### src/rtl/spim_pkg.sv
package spim_pkg;
    localparam int DATA_W     = 16;
    localparam int LEN_W      = 4;
    localparam int RATE_W     = 3;
    localparam int GAP_W      = 8;
    localparam int ADDR_W     = 3;
    localparam int FIFO_DEPTH = 8;
    localparam int NFLAG      = 4;

    localparam logic [ADDR_W-1:0] A_TXD  = 3'd0;
    localparam logic [ADDR_W-1:0] A_RXD  = 3'd1;
    localparam logic [ADDR_W-1:0] A_CTRL = 3'd2;
    localparam logic [ADDR_W-1:0] A_STAT = 3'd3;
    localparam logic [ADDR_W-1:0] A_IEN  = 3'd4;
    localparam logic [ADDR_W-1:0] A_GAP  = 3'd5;

    localparam int F_TXE = 0;
    localparam int F_RXR = 1;
    localparam int F_RXO = 2;
    localparam int F_TXO = 3;

    typedef enum logic [1:0] {
        SH_IDLE = 2'd0,
        SH_RUN  = 2'd1,
        SH_GAP  = 2'd2
    } sh_state_e;
endpackage

### src/rtl/spim_fifo.sv
module spim_fifo #(
    parameter int W     = 16,
    parameter int DEPTH = 8
) (
    input  logic         clk,
    input  logic         rst_n,
    input  logic         push,
    input  logic [W-1:0] din,
    input  logic         pop,
    output logic [W-1:0] dout,
    output logic         empty,
    output logic         full
);
    localparam int AW = (DEPTH > 1) ? $clog2(DEPTH) : 1;
    localparam int CW = $clog2(DEPTH + 1);

    typedef struct packed {
        logic [AW-1:0] wp;
        logic [AW-1:0] rp;
        logic [CW-1:0] cnt;
    } ptr_t;

    ptr_t q, d;
    logic [W-1:0] mem [DEPTH];
    logic do_push, do_pop;

    always_comb begin
        d       = q;
        do_pop  = pop && (q.cnt != '0);
        do_push = push && ((q.cnt != CW'(DEPTH)) || do_pop);
        if (do_push) d.wp = (q.wp == AW'(DEPTH - 1)) ? '0 : q.wp + 1'b1;
        if (do_pop)  d.rp = (q.rp == AW'(DEPTH - 1)) ? '0 : q.rp + 1'b1;
        if (do_push && !do_pop)      d.cnt = q.cnt + 1'b1;
        else if (do_pop && !do_push) d.cnt = q.cnt - 1'b1;
    end

    always_ff @(posedge clk or negedge rst_n) begin
        if (!rst_n) q <= '0;
        else        q <= d;
    end

    always_ff @(posedge clk) begin
        if (do_push) mem[q.wp] <= din;
    end

    assign dout  = mem[q.rp];
    assign empty = (q.cnt == '0);
    assign full  = (q.cnt == CW'(DEPTH));
endmodule

### src/rtl/spim_shift.sv
module spim_shift
    import spim_pkg::*;
#(
    parameter int DW = DATA_W,
    parameter int LW = LEN_W,
    parameter int RW = RATE_W,
    parameter int GW = GAP_W
) (
    input  logic          clk,
    input  logic          rst_n,
    input  logic          active,
    input  logic          go,
    input  logic          cpol,
    input  logic          cpha,
    input  logic [RW-1:0] rate,
    input  logic [LW-1:0] wlen_m1,
    input  logic [GW-1:0] gap,
    input  logic          tx_empty,
    input  logic [DW-1:0] tx_word,
    input  logic          miso,
    output logic          tx_pop,
    output logic          rx_push,
    output logic [DW-1:0] rx_word,
    output logic          busy,
    output logic          sclk,
    output logic          mosi
);
    localparam int HALF_W = (1 << RW) + 1;
    localparam int PH_W   = LW + 1;
    localparam int GAP_CW = GW + (1 << RW) + 2;

    typedef struct packed {
        sh_state_e         state;
        logic [HALF_W-1:0] div;
        logic [PH_W-1:0]   ph;
        logic [GAP_CW-1:0] gcnt;
        logic [DW-1:0]     tsh;
        logic [DW-1:0]     rsh;
        logic              sclk;
        logic              mosi;
    } sh_t;

    sh_t q, d;
    logic [HALF_W-1:0] half_lim;
    logic [PH_W-1:0]   last_ph;
    logic [GAP_CW-1:0] gap_lim;
    logic              leading;

    always_comb begin
        half_lim = (HALF_W'(2) << rate) - HALF_W'(1);
        last_ph  = {wlen_m1, 1'b1};
        gap_lim  = ((GAP_CW'(gap) << rate) << 2) - GAP_CW'(1);
        leading  = ~q.ph[0];
        d        = q;
        tx_pop   = 1'b0;
        rx_push  = 1'b0;
        case (q.state)
            SH_IDLE: begin
                d.sclk = cpol;
                if (go && active && !tx_empty) begin
                    tx_pop  = 1'b1;
                    d.state = SH_RUN;
                    d.div   = '0;
                    d.ph    = '0;
                    d.rsh   = '0;
                    if (!cpha) begin
                        d.mosi = tx_word[wlen_m1];
                        d.tsh  = tx_word << 1;
                    end else begin
                        d.tsh  = tx_word;
                    end
                end
            end
            SH_RUN: begin
                if (active) begin
                    if (q.div == half_lim) begin
                        d.div  = '0;
                        d.sclk = ~q.sclk;
                        d.ph   = q.ph + 1'b1;
                        if (leading ^ cpha) begin
                            d.rsh = {q.rsh[DW-2:0], miso};
                        end else if (cpha || (q.ph != last_ph)) begin
                            d.mosi = q.tsh[wlen_m1];
                            d.tsh  = q.tsh << 1;
                        end
                        if (q.ph == last_ph) begin
                            rx_push = 1'b1;
                            d.gcnt  = '0;
                            d.state = ((gap != '0) && !tx_empty) ? SH_GAP : SH_IDLE;
                        end
                    end else begin
                        d.div = q.div + 1'b1;
                    end
                end
            end
            SH_GAP: begin
                if (active) begin
                    if (q.gcnt == gap_lim) d.state = SH_IDLE;
                    else                   d.gcnt  = q.gcnt + 1'b1;
                end
            end
            default: d.state = SH_IDLE;
        endcase
        rx_word = d.rsh;
    end

    always_ff @(posedge clk or negedge rst_n) begin
        if (!rst_n) begin
            q       <= '0;
            q.state <= SH_IDLE;
        end else begin
            q <= d;
        end
    end

    assign busy = (q.state != SH_IDLE);
    assign sclk = q.sclk;
    assign mosi = q.mosi;
endmodule

### src/rtl/spim_fifo_ctrl.sv
module spim_fifo_ctrl
    import spim_pkg::*;
#(
    parameter int QDEPTH = FIFO_DEPTH
) (
    input  logic              clk,
    input  logic              rst_n,
    input  logic              reg_wr,
    input  logic              reg_rd,
    input  logic [ADDR_W-1:0] reg_addr,
    input  logic [DATA_W-1:0] reg_wdata,
    output logic [DATA_W-1:0] reg_rdata,
    output logic              spi_sclk,
    output logic              spi_mosi,
    input  logic              spi_miso,
    output logic              irq
);
    typedef struct packed {
        logic              en;
        logic              master;
        logic              cpol;
        logic              cpha;
        logic              xch;
        logic [RATE_W-1:0] rate;
        logic [LEN_W-1:0]  wlen_m1;
        logic [NFLAG-1:0]  ien;
        logic [GAP_W-1:0]  gap;
        logic              rx_ovf;
        logic              tx_ovf;
    } regs_t;

    regs_t q, d;

    logic              tx_wr, tx_pop, tx_empty, tx_full;
    logic              rx_rd, rx_push, rx_empty, rx_full;
    logic [DATA_W-1:0] tx_head, rx_head, rx_word;
    logic              sh_busy, shift_active;
    logic              wr_ctrl, wr_stat, wr_ien, wr_gap;
    logic              rx_ovf_clr;
    logic [NFLAG-1:0]  stat;
    logic [DATA_W-1:0] ctrl_view;

    logic xch_q, cfg_cpol, rx_ovf_q, tx_ovf_q;
    assign xch_q    = q.xch;
    assign cfg_cpol = q.cpol;
    assign rx_ovf_q = q.rx_ovf;
    assign tx_ovf_q = q.tx_ovf;

    spim_fifo #(.W(DATA_W), .DEPTH(QDEPTH)) u_txq (
        .clk(clk), .rst_n(rst_n), .push(tx_wr), .din(reg_wdata),
        .pop(tx_pop), .dout(tx_head), .empty(tx_empty), .full(tx_full)
    );

    spim_fifo #(.W(DATA_W), .DEPTH(QDEPTH)) u_rxq (
        .clk(clk), .rst_n(rst_n), .push(rx_push), .din(rx_word),
        .pop(rx_rd), .dout(rx_head), .empty(rx_empty), .full(rx_full)
    );

    spim_shift u_eng (
        .clk(clk), .rst_n(rst_n), .active(shift_active), .go(q.xch),
        .cpol(q.cpol), .cpha(q.cpha), .rate(q.rate), .wlen_m1(q.wlen_m1),
        .gap(q.gap), .tx_empty(tx_empty), .tx_word(tx_head), .miso(spi_miso),
        .tx_pop(tx_pop), .rx_push(rx_push), .rx_word(rx_word), .busy(sh_busy),
        .sclk(spi_sclk), .mosi(spi_mosi)
    );

    always_comb begin
        tx_wr        = reg_wr && (reg_addr == A_TXD);
        rx_rd        = reg_rd && (reg_addr == A_RXD);
        wr_ctrl      = reg_wr && (reg_addr == A_CTRL);
        wr_stat      = reg_wr && (reg_addr == A_STAT);
        wr_ien       = reg_wr && (reg_addr == A_IEN);
        wr_gap       = reg_wr && (reg_addr == A_GAP);
        rx_ovf_clr   = wr_stat && reg_wdata[F_RXO];
        shift_active = q.en && q.master;

        d = q;
        if (wr_ctrl) begin
            d.en      = reg_wdata[0];
            d.master  = reg_wdata[1];
            d.cpol    = reg_wdata[2];
            d.cpha    = reg_wdata[3];
            d.rate    = reg_wdata[7:5];
            d.wlen_m1 = reg_wdata[11:8];
        end
        if (wr_ctrl && reg_wdata[4])              d.xch = 1'b1;
        else if (q.xch && !sh_busy && tx_empty)   d.xch = 1'b0;
        if (wr_ien) d.ien = reg_wdata[NFLAG-1:0];
        if (wr_gap) d.gap = reg_wdata[GAP_W-1:0];

        if (rx_ovf_clr)                           d.rx_ovf = 1'b0;
        if (wr_stat && reg_wdata[F_TXO])          d.tx_ovf = 1'b0;
        if (rx_push && rx_full && !rx_rd)         d.rx_ovf = 1'b1;
        if (tx_wr && tx_full && !tx_pop)          d.tx_ovf = 1'b1;

        stat             = '0;
        stat[F_TXE]      = tx_empty;
        stat[F_RXR]      = !rx_empty;
        stat[F_RXO]      = q.rx_ovf;
        stat[F_TXO]      = q.tx_ovf;

        ctrl_view        = '0;
        ctrl_view[0]     = q.en;
        ctrl_view[1]     = q.master;
        ctrl_view[2]     = q.cpol;
        ctrl_view[3]     = q.cpha;
        ctrl_view[4]     = q.xch;
        ctrl_view[7:5]   = q.rate;
        ctrl_view[11:8]  = q.wlen_m1;

        case (reg_addr)
            A_RXD:   reg_rdata = rx_empty ? '0 : rx_head;
            A_CTRL:  reg_rdata = ctrl_view;
            A_STAT:  reg_rdata = DATA_W'(stat);
            A_IEN:   reg_rdata = DATA_W'(q.ien);
            A_GAP:   reg_rdata = DATA_W'(q.gap);
            default: reg_rdata = '0;
        endcase

        irq = |(stat & q.ien);
    end

    always_ff @(posedge clk or negedge rst_n) begin
        if (!rst_n) begin
            q         <= '0;
            q.rate    <= '1;
            q.wlen_m1 <= LEN_W'(7);
        end else begin
            q <= d;
        end
    end
endmodule

### config.mk
export PLATFORM = sky130hd
export DESIGN_NAME = spim_fifo_ctrl
export DESIGN_NICKNAME = d
export VERILOG_FILES = /design/src/rtl/spim_pkg.sv /design/src/rtl/spim_fifo.sv /design/src/rtl/spim_shift.sv /design/src/rtl/spim_fifo_ctrl.sv
export SDC_FILE = /design/constraint.sdc
export NUM_CORES = 1
export LEC_CHECK = 0
export ABC_AREA = 1
export ABC_CLOCK_PERIOD_IN_PS = 5600
export BUFFER_PORTS_ARGS = -buffer_cell sky130_fd_sc_hd__clkbuf_2
export CORE_UTILIZATION = 40
export CTS_CLUSTER_DIAMETER = 200
export DETAILED_ROUTE_END_ITERATION = 7
export GPL_TIMING_DRIVEN = 0
export PLACE_DENSITY = 0.63
export SYNTH_ARGS = -nofsm -noshare
export SYNTH_HDL_FRONTEND = slang
export SYNTH_SLANG_ARGS = --single-unit
export TNS_END_PERCENT = 1
### constraint.sdc
create_clock -name clk -period 5.6 [get_ports clk]
set_clock_uncertainty 0.2 [all_clocks]
set_input_delay 0.84 -clock clk [delete_from_list [all_inputs] [get_ports clk]]
set_output_delay 0.84 -clock clk [all_outputs]
set_load 0.005 [all_outputs]
==> results of run 1 <==
[kinds of logic after synthesis]
family          after synthesis
flops                       370
fa+ha+maj                    21
compound gates              394
mux                           4
buf+inv                     231
xor+xnor                     36
simple gates                749
[cells in the mapped netlist (3+ instances only)]
cell / count
nand2_1: 281
edfxtp_1: 256
nor2_1: 240
o21ai_0: 232
inv_1: 140
nand3_1: 109
dfrtp_1: 108
o22ai_1: 63
clkbuf_1: 61
a21oi_1: 31
nor3_1: 28
xor2_1: 26
nand2_2: 24
o211ai_1: 23
ha_1: 19
o221ai_1: 18
nand4_1: 13
inv_2: 11
nand3_2: 10
nor2_2: 10
xnor2_1: 10
nand2_4: 9
nor2_4: 8
buf_6: 7
a31oi_1: 6
dfstp_2: 6
buf_2: 5
mux2i_1: 4
o2111ai_1: 4
o21ai_1: 4
o31ai_1: 4
and2_1: 3
nor3b_1: 3
[report_power, final]
| group | internal, uW | total (uW) | switching [uW] | leakage, uW |
|---|---|---|---|---|
| Sequential | 3050 | 3180 | 124 | 0.00410 |
| Clock | 1660 | 2750 | 1090 | 0.000675 |
| Combinational | 636 | 2060 | 1430 | 0.00340 |
| Total | 5350 | 7990 | 2640 | 0.00817 |
[layout make-up]
cell class	instances	area [um2]
multi-input combinational	1204	6332
clock buffer	48	1084
tap	585	732.0
fill	4083	23010
timing repair buffer	64	519.2
clock inverter	26	295.3
buffer	76	351.6
inverter	155	586.8
sequential	370	10550
[per-layer routing]
metal  global-route usage, %  vias to the layer above  routed length (um)
met1                   30.19                     6602               21200
met4                   8.335                        4                1470
met3                   3.324                       99                3108
li1                        -                     6500                   -
met2                   34.94                      487               22550
met5                       0                        -                  23
[critical path: cells and delay by family (launching register included)]
family | cells | cell delay, ns
simple gates | 10 | 2.37
buf+inv | 3 | 0.54
flops | 1 | 0.36
fa+ha+maj | 1 | 0.32
compound gates | 2 | 0.22
[worst paths after layout]
kind / startpoint / slack [ns] / depth (start not counted) / to
worst min register to register: u_eng.q[33]$_DFFE_PN0P_ / 0.29 / 2 / u_eng.q[33]$_DFFE_PN0P_
worst max-delay path: ctrl_view[7]$_DFFE_PN1P_ / 1.29 / 16 / u_rxq.mem[7][7]$_DFFE_PP_
worst max register to register: ctrl_view[7]$_DFFE_PN1P_ / 1.29 / 16 / u_rxq.mem[7][7]$_DFFE_PP_
min in group asynchronous: rst_n / 0.55 / 2 / u_eng.q[63]$_DFFE_PN0P_
max in group asynchronous: rst_n / 3.88 / 3 / ctrl_view[10]$_DFFE_PN1P_
worst min-delay path: u_eng.q[33]$_DFFE_PN0P_ / 0.29 / 2 / u_eng.q[33]$_DFFE_PN0P_
[cell usage in the layout (no fill, tap or decap), types with 7 or more instances in the layout]
| cell type | synthesis | final |
|---|---|---|
| nand2_1 | 281 | 281 |
| edfxtp_1 | 256 | 256 |
| nor2_1 | 240 | 234 |
| o21ai_0 | 232 | 232 |
| inv_1 | 140 | 140 |
| nand3_1 | 109 | 109 |
| dfrtp_1 | 108 | 108 |
| clkbuf_1 | 61 | 66 |
| o22ai_1 | 63 | 63 |
| clkbuf_16 | 0 | 42 |
| clkbuf_2 | 0 | 41 |
| a21oi_1 | 31 | 31 |
| xor2_1 | 26 | 26 |
| nand2_2 | 24 | 24 |
| o211ai_1 | 23 | 23 |
| ha_1 | 19 | 19 |
| nor3_1 | 28 | 18 |
| o221ai_1 | 18 | 18 |
| nor2_2 | 10 | 16 |
| buf_6 | 7 | 15 |
| nand4_1 | 13 | 13 |
| inv_2 | 11 | 11 |
| buf_8 | 0 | 11 |
| clkinv_1 | 2 | 10 |
| xnor2_1 | 10 | 10 |
| nor3_2 | 0 | 10 |
| nand3_2 | 10 | 10 |
| nand2_4 | 9 | 9 |
| nor2_4 | 8 | 8 |
| clkinv_2 | 0 | 7 |
[through the flow]
step,power [uW],util (%)
after CTS,8023,47.05
after floorplan,4604,-
after global routing,8380,47.05
after global placement,5215,43.02
final,7995,47.05
after detailed placement,5276,43.86
[registers in the layout (all words and copies together), names as in the netlist]
name and cells:
ctrl_view 10, rx_ovf_q 1, u_txq.q 10, u_eng.mosi 1, cfg_cpol 1, u_rxq.mem 128
u_eng.q 66, u_rxq.q 10, u_eng.sclk 1, u_txq.mem 128, xch_q 1, tx_ovf_q 1
q 12
[repair_timing]
action	CTS	global route
gates resized for setup	0	0
setup buffers	0	0
hold buffers	1	0
hold endpoints to repair	25	0
==> results.sh, run 1 <==
export IMPL_status="complete, no violations"
export IMPL_drt_pre_antenna_iters=5
export IMPL_drc=0
export IMPL_drv_slew=0
export IMPL_drive_above_1_share_pct=12.40
export IMPL_dp_cells=2453
export IMPL_synth_area_mm2=0.01775
export IMPL_synthSimpleGateAreaFrac_pct=19.12
export IMPL_synthDistinctLibCells=53
export IMPL_drt_iter0_drc=1214
export IMPL_portBuffers=42
export IMPL_slew_headroom_pct=26.12
export IMPL_rsz0062_at_grt="no"
export IMPL_num_rows=76
export IMPL_grt_ovfl_total=0
export IMPL_cts_tree="yes"
export IMPL_pre_cts_slack_ns=1.303
export IMPL_cts_buffers=40
export IMPL_crit_chain="buf_4 -> nor2_4 -> nand2_1 -> ha_1 -> nand2_1 -> o21ai_0 -> a21oi_1 -> nand3_1 -> nor4_2 -> nand2_4 -> nor2_4 -> nand3_1 -> nor2_1 -> inv_1 -> nor3_2 -> buf_8"
export IMPL_coreArea_mm2=0.04346
export IMPL_synth_top_cell_area_share_pct=43.30
export IMPL_arrival_ns=4.36
export IMPL_die_h_um=212.7
export IMPL_htree_levels=2
export IMPL_fp_dieArea_mm2=0.04523
export IMPL_cp_slowest_cell="nor3_2"
export IMPL_p_leak_uw=0.008170
export IMPL_crit_required_ns=5.66
export IMPL_start_util_pct=40.85
export IMPL_synth_fa_ha_area_share_pct=1.565
export IMPL_grt_pass1_wl_um=75610
export IMPL_area_growth_pct=15.18
export IMPL_synth_top_family_by_area="simple AND/OR/NAND/NOR gates"
export IMPL_grt_pass1_vias=13321
export IMPL_synth_cells=1805
export IMPL_wirelength_um=48350
export IMPL_final_area_mm2=0.02045
export IMPL_finalHoldViolCount=0
export IMPL_yosysWarningCount=0
export IMPL_tightest_slew_ns=1.097
export IMPL_grt_use_total_pct=21.92
export IMPL_peakVddDrop_mv=0.3242
export IMPL_insertion_delay_ns=0.56
export IMPL_p_per_area_mw_per_mm2=391.0
export IMPL_synth_compound_area_share_pct=12.62
export IMPL_fmaxAchievable_ghz=0.2322
export IMPL_synth_xor_area_share_pct=1.776
export IMPL_clock_sinks=370
export IMPL_dr_total_vias=13692
export IMPL_crit_path_start_kind="register"
export IMPL_grt_max_degree=89
export IMPL_whs_ns=0.2901
export IMPL_syn_nets=1850
export IMPL_place_area_mm2=0.01906
export IMPL_wl_per_cell_um=19.12
export IMPL_root_buffer="clkbuf_16"
export IMPL_routabilityCongestion=0.9284
export IMPL_n_antenna_cell=0
export IMPL_syn_area_per_cell_um2=9.836
export IMPL_yosys_most_used_dff="edfxtp_1"
export IMPL_async_flop_share_pct=30.81
export IMPL_netlist_top_cells_area="edfxtp_1 43%, dfrtp_1 15%, o21ai_0 6.5%, nand2_1 5.9%, nor2_1 5.1%"
export IMPL_antenna_found_initial=2
export IMPL_period_share_pct=76.89
export IMPL_crit_type="reg -> reg"
export IMPL_fin_crit_ns=4.306
export IMPL_clk_pin_slew_ns=0.06
export IMPL_worstHoldPathType="reg -> reg"
export IMPL_die_w_um=212.7
export IMPL_synth_mux_area_share_pct=0.2255
export IMPL_end_kind="register"
export IMPL_layout_nets=1956
export IMPL_final_setup_viol_count=0
export IMPL_antenna_left=0
export IMPL_timing_final_ws_setup_ns=1.294
export IMPL_yosysSeqAreaShare_pct=59.41
export IMPL_place_hpwl_um=34490
export IMPL_yosysTopAreaCell="edfxtp_1"
export IMPL_setup_tns_ns=0
export IMPL_synth_seq_cells=370
export IMPL_worstPathMaxFanout=9
export IMPL_cp_slowest_stage_delay_ns=0.77
export IMPL_clock_path_buffers=3
export IMPL_fin_cells=2528
export IMPL_ios=43
export IMPL_synth_edff_count=256
export IMPL_vias_per_cell=5.416
export IMPL_cap_violations=0
(Power assumes the default switching activity.)
==> inputs of run 2 (changes only) <==
- ABC_CLOCK_PERIOD_IN_PS: 5600 -> 3600
- PLACE_DENSITY: 0.63 -> 0.65
- clock period: 5.6 -> 3.6 ns (I/O delays scaled with it)
==> run 2 against run 1 <==
Routed wire length grew 1.5%. Worst hold slack lost 0.20 ns. Core utilization grew 0.99 points. First-iteration DRC count grew 15%. Sequential cell count is the same. Critical path depth grew 4. Combinational power grew 61%. Count of clock-buffer cells in the layout grew 4. Fmax grew 24%. Critical path type unchanged. Critical endpoint is now u_rxq.q[3]$_DFFE_PN0P_. Largest power group unchanged.
==> results.sh, run 2 (synthesized netlist as in run 1, its figures left out) <==
export IMPL_routabilityCongestion=0.9244
export IMPL_num_rows=76
export IMPL_clock_sinks=370
export IMPL_swShare_pct=33.87
export IMPL_grt_pass1_wl_um=76940
export IMPL_drt_iter0_drc=1395
export IMPL_rsz0062_at_grt="yes"
export IMPL_wl_per_cell_um=19.31
export IMPL_drv_slew=0
export IMPL_tightest_slew_ns=1.058
export IMPL_worstPathMaxFanout=4
export IMPL_dr_total_vias=13875
export IMPL_final_cell_mix="277 x nand2_1, 256 x edfxtp_1, 230 x nor2_1"
export IMPL_grt_pass1_vias=13527
export IMPL_crit_chain="buf_6 -> nand2_2 -> ha_4 -> nor2_1 -> nor3_1 -> o21ai_1 -> nor4_4 -> nand2_4 -> nor2_4 -> nand3_4 -> inv_4 -> ha_4 -> inv_4 -> ha_4 -> a21o_1 -> a21oi_2 -> nand2_1 -> nand2_1 -> nor2_1 -> xor2_1"
export IMPL_drt_pre_antenna_iters=5
export IMPL_grt_max_degree=97
export IMPL_antenna_left=0
export IMPL_drc=0
export IMPL_finalHoldViolCount=0
export IMPL_ios=43
export IMPL_peakVddDrop_mv=0.6642
export IMPL_root_buffer="clkbuf_16"
export IMPL_largestRegisters="u_rxq.mem x128, u_txq.mem x128, u_eng.q x66"
export IMPL_insertion_delay_ns=0.55
export IMPL_n_antenna_cell=0
export IMPL_arrival_ns=3.71
export IMPL_timing_final_ws_setup_ns=0.1142
export IMPL_p_leak_uw=0.008240
export IMPL_final_common_cell="nand2_1"
export IMPL_cap_violations=0
export IMPL_grt_use_total_pct=22.22
export IMPL_clk_pin_slew_ns=0.06
export IMPL_pre_cts_slack_ns=-0.7188
export IMPL_p_seq_share_pct=40.2
export IMPL_final_setup_viol_count=0
export IMPL_die_w_um=212.7
export IMPL_crit_type="reg -> reg"
export IMPL_end_kind="register"
export IMPL_status="complete, no violations"
export IMPL_coreArea_mm2=0.04346
export IMPL_pwr_share_clk_pct=33.0
export IMPL_worstHoldPathType="in -> reg"
export IMPL_p_sw_uw=4189
export IMPL_crit_path_start_kind="register"
export IMPL_drive_above_1_share_pct=15.32
export IMPL_cp_slowest_cell="dfstp_2"
export IMPL_intPower_uw=8178
export IMPL_place_hpwl_um=34340
export IMPL_portBuffers=42
export IMPL_fin_crit_ns=3.486
export IMPL_fmaxAchievable_ghz=0.2869
export IMPL_p_comb_share_pct=26.9
export IMPL_slew_headroom_pct=28.94
export IMPL_clock_path_buffers=3
export IMPL_grt_ovfl_total=0
export IMPL_fp_dieArea_mm2=0.04523
export IMPL_die_h_um=212.7
export IMPL_cts_buffers=39
export IMPL_crit_required_ns=3.82
export IMPL_finish_utilization_pct=48.05
export IMPL_wirelength_um=49100
export IMPL_layout_nets=1972
export IMPL_p_per_area_mw_per_mm2=592.3
export IMPL_cts_tree="yes"
export IMPL_area_growth_pct=17.61
export IMPL_start_util_pct=40.85
export IMPL_period_share_pct=96.83
export IMPL_antenna_found_initial=0
export IMPL_vias_per_cell=5.456
export IMPL_path_common_cell="ha_4"
export IMPL_cp_slowest_stage_delay_ns=0.60
export IMPL_htree_levels=2
[run 2: routing by layer]
metal	GRT usage [%]	vias up	part of all wire (%)
met2	35.22	508	46
met5	0	-	0
met3	3.118	90	6.8
met1	31.46	6745	45
li1	-	6532	-
met4	7.194	0	2.8
[run 2: power by group through the flow]
stage	clock (uW)	combinational (uW)	sequential (uW)
6_report	4080	3320	4970
5_1_grt	4290	3690	5000
4_1_cts	4110	3280	4960
3_5_place_dp	0	3200	5030
3_3_place_gp	0	3130	5020
2_1_floorplan	0	2200	4970
[run 2: per-stage QoR]
step	setup TNS [ns]	cell area (um2)	power (uW)	hold slack [ns]	cells
after detailed placement	-113.06	19050	8230	0.2195	2452
after global placement	-435.27	18700	8144	0.2733	2432
after floorplan	-45.67	17750	7165	0.04441	1805
after global routing	-0.2442	20880	12980	0.09155	2543
after CTS	0	20750	12350	0.07923	2542
final	0	20880	12370	0.09114	2543
[run 2: worst paths after layout]
path / start / end / slack [ns] / cells after the start
setup reg to reg: ctrl_view[5]$_DFFE_PN1P_ / u_rxq.q[3]$_DFFE_PN0P_ / 0.11 / 20
hold reg to reg: q[13]$_DFFE_PN0P_ / q[13]$_DFFE_PN0P_ / 0.30 / 2
setup / recovery: ctrl_view[5]$_DFFE_PN1P_ / u_rxq.q[3]$_DFFE_PN0P_ / 0.11 / 20
hold / removal: reg_wdata[12] / u_txq.mem[7][12]$_DFFE_PP_ / 0.09 / 1
min in group asynchronous: rst_n / q[4]$_DFFE_PN0P_ / 0.24 / 2
max in group asynchronous: rst_n / u_rxq.q[4]$_DFFE_PN0P_ / 2.19 / 3
[run 2: final cells by class]
| type | count | area, um2 |
|---|---|---|
| Buffer | 74 | 366.6 |
| Multi-Input combinational cell | 1204 | 6631 |
| Tap cell | 585 | 732.0 |
| Inverter | 155 | 600.6 |
| Clock buffer | 52 | 1066 |
| Timing Repair Buffer | 83 | 708.2 |
| Clock inverter | 20 | 225.2 |
| Sequential cell | 370 | 10550 |
| Fill cell | 3913 | 22580 |
[run 2: timing repair]
item                                    in CTS  in global routing
hold buffers                                 1                  0
pin swaps                                   17                  5
gates resized for setup                     55                 34
endpoints found under the setup margin     338                243
setup buffers                               19                  1
hold endpoints to repair                    18                  0
[run 2: worst max-delay path: cells and delay by family, from the launching register on]
kind | cells | cell delay, ns
adders and majority gates | 3 | 0.60
AOI/OAI and AO/OA | 3 | 0.41
xor gates and xnor gates | 1 | 0.13
buffers and inverters | 3 | 0.28
and+or+nand+nor | 10 | 1.15
DFF | 1 | 0.60
==> inputs of run 3 (changes only) <==
--- a/config.mk
+++ b/config.mk
@@ -9,9 +9,9 @@
 export ABC_CLOCK_PERIOD_IN_PS = 3600
 export BUFFER_PORTS_ARGS = -buffer_cell sky130_fd_sc_hd__clkbuf_2
-export CORE_UTILIZATION = 40
+export CORE_UTILIZATION = 55
 export CTS_CLUSTER_DIAMETER = 200
 export DETAILED_ROUTE_END_ITERATION = 7
 export GPL_TIMING_DRIVEN = 0
-export PLACE_DENSITY = 0.65
+export PLACE_DENSITY = 0.82
 export SYNTH_ARGS = -nofsm -noshare
 export SYNTH_HDL_FRONTEND = slang
==> constraint.sdc (replaced) <==
create_clock -name clk -period 3.6 [get_ports clk]
set_clock_uncertainty 0.2 [all_clocks]
set_input_delay 0.18 -clock clk [delete_from_list [all_inputs] [get_ports clk]]
set_output_delay 0.18 -clock clk [all_outputs]
set_load 0.005 [all_outputs]
==> run 3 against run 2 <==
Clock power grew 2%. Global-route usage grew 7.5 points. Fmax shrank 1.9%. Non-clock buffer count grew 22. Design area shrank 0.23%. Critical endpoint is now u_rxq.mem[5][9]$_DFFE_PP_.
==> results.sh, run 3 (synthesized netlist as in run 1, its figures left out) <==
export IMPL_crit_required_ns=3.64
export IMPL_cp_slowest_stage_delay_ns=0.60
export IMPL_grt_use_total_pct=29.74
export IMPL_n_antenna_cell=0
export IMPL_fin_crit_ns=3.553
export IMPL_htree_levels=2
export IMPL_wl_per_cell_um=20.40
export IMPL_fp_dieArea_mm2=0.03300
export IMPL_ff2ff_setup_slack_ns=0.05
export IMPL_cp_slowest_cell="dfstp_2"
export IMPL_layout_nets=1994
export IMPL_coreArea_mm2=0.03164
export IMPL_rsz0062_at_grt="yes"
export IMPL_grt_ovfl_total=0
export IMPL_crit_chain="buf_6 -> nand2_4 -> ha_4 -> nand2_1 -> o21ai_1 -> a21oi_1 -> nand3_2 -> nor4_4 -> nand2_4 -> nor2_4 -> nand3_4 -> nor2_4 -> inv_4 -> nor3_4 -> buf_6"
export IMPL_crit_path_end="u_rxq.mem[5][9]$_DFFE_PP_"
export IMPL_p_leak_uw=0.008341
export IMPL_start_util_pct=56.12
export IMPL_worstHoldPathType="in -> reg"
export IMPL_largestRegisters="u_rxq.mem x128, u_txq.mem x128, u_eng.q x66"
export IMPL_routabilityCongestion=0.9830
export IMPL_clock_path_buffers=3
export IMPL_drc=0
export IMPL_ios=43
export IMPL_end_kind="register"
export IMPL_num_fill_cells=2280
export IMPL_grt_pass1_vias=14210
export IMPL_critPathLaunch="ctrl_view[5]$_DFFE_PN1P_"
export IMPL_insertion_delay_ns=0.54
export IMPL_min_path_cells=4
export IMPL_cts_tree="yes"
export IMPL_crit_path_start_kind="register"
export IMPL_crit_type="reg -> reg"
export IMPL_finalHoldViolCount=0
export IMPL_cap_violations=0
export IMPL_period_share_pct=98.71
export IMPL_peakVddDrop_mv=0.6277
export IMPL_drv_slew=0
export IMPL_status="complete, no violations"
export IMPL_die_w_um=181.7
export IMPL_antenna_left=0
export IMPL_drt_iter0_drc=1821
export IMPL_fmaxAchievable_ghz=0.2814
export IMPL_timing_final_ws_setup_ns=0.04653
export IMPL_die_h_um=181.7
export IMPL_antenna_found_initial=0
export IMPL_grt_pass1_wl_um=76360
export IMPL_final_common_cell="nand2_1"
export IMPL_p_per_area_mw_per_mm2=598.5
export IMPL_root_buffer="clkbuf_16"
export IMPL_cts_buffers=39
export IMPL_rr_startpoint="ctrl_view[5]$_DFFE_PN1P_"
export IMPL_final_setup_viol_count=0
export IMPL_dp_cells=2266
export IMPL_setup_tns_ns=0
export IMPL_drive_above_1_share_pct=14.91
export IMPL_dr_total_vias=14558
export IMPL_num_rows=65
export IMPL_vias_per_cell=6.117
export IMPL_area_growth_pct=17.34
export IMPL_place_hpwl_um=32940
export IMPL_arrival_ns=3.59
export IMPL_worstPathMaxFanout=9
export IMPL_drt_pre_antenna_iters=6
export IMPL_wirelength_um=48550
export IMPL_slew_headroom_pct=35.89
export IMPL_fin_cells=2380
export IMPL_finish_utilization_pct=65.85
export IMPL_r2r_cells=15
export IMPL_tightest_slew_ns=0.9543
export IMPL_portBuffers=42
export IMPL_grt_max_degree=95
export IMPL_clk_pin_slew_ns=0.06
export IMPL_r2r_end="u_rxq.mem[5][9]$_DFFE_PP_"
export IMPL_final_cell_mix="277 x nand2_1, 256 x edfxtp_1, 230 x nor2_1"
export IMPL_pre_cts_slack_ns=-0.7227
export IMPL_clock_sinks=370
-- run 3: final cells by class --
class | instances | area [um2] | area share, %
clock buffer | 49 | 1045 | 5.015
inverter | 155 | 605.6 | 2.907
buffer | 74 | 350.3 | 1.682
tap | 402 | 503.0 | 2.415
clock inverter | 21 | 272.8 | 1.309
multi-input combinational | 1204 | 6605 | 31.71
timing repair buffer | 105 | 902.1 | 4.331
sequential | 370 | 10550 | 50.63
-- run 3: metal layers --
layer | vias up | wire, um | track usage [%]
li1 | 6566 | - | -
met1 | 6939 | 18550 | 38.83
met5 | - | 0 | 0
met2 | 885 | 23410 | 48.83
met4 | 0 | 1987 | 13.66
met3 | 168 | 4607 | 5.074
-- run 3: power by group --
part	total, uW	switching, uW	internal [uW]	leakage, uW
combinational	3350	2300	1050	0.00366
sequential	4960	212	4750	0.00404
clock	4160	1660	2500	0.000636
total	12500	4180	8290	0.00834
-- run 3: per-stage QoR --
stage	area, um2	hold slack (ns)	power [uW]
final	20830	0.06304	12470
after global routing	20830	0.1051	12960
after CTS	20650	0.03785	12350
after detailed placement	18790	-0.1362	8164
after global placement	18470	0.2555	8010
after floorplan	17750	-0.3156	7165
-- run 3: worst min-delay path by stage --
stage,from,endpoint,slack (ns)
2_1_floorplan,rst_n,cfg_cpol$_DFFE_PN0P_,-0.32
3_3_place_gp,reg_wdata[15],u_txq.mem[3][15]$_DFFE_PP_,0.26
3_5_place_dp,rst_n,u_eng.q[48]$_DFFE_PN0P_,-0.14
4_1_cts,reg_rd,u_rxq.q[4]$_DFFE_PN0P_,0.04
5_1_grt,reg_rd,u_rxq.q[0]$_DFFE_PN0P_,0.11
6_report,reg_rd,u_rxq.q[4]$_DFFE_PN0P_,0.06
-- run 3: critical path: cells and delay by family, from the launching register on --
kind / cells / cell delay [ns]
compound gates: 2 / 0.25
fa+ha+maj: 1 / 0.24
buf+inv: 3 / 0.46
flops: 1 / 0.60
simple gates: 9 / 1.50
-- run 3: what timing repair did --
action | CTS | global route
endpoints found under the hold margin | 270 | 0
buffers inserted | 10 | 12
hold buffers | 24 | 0
gates resized for setup | 51 | 30
pin swaps | 9 | 13
endpoints found under the setup margin | 300 | 247
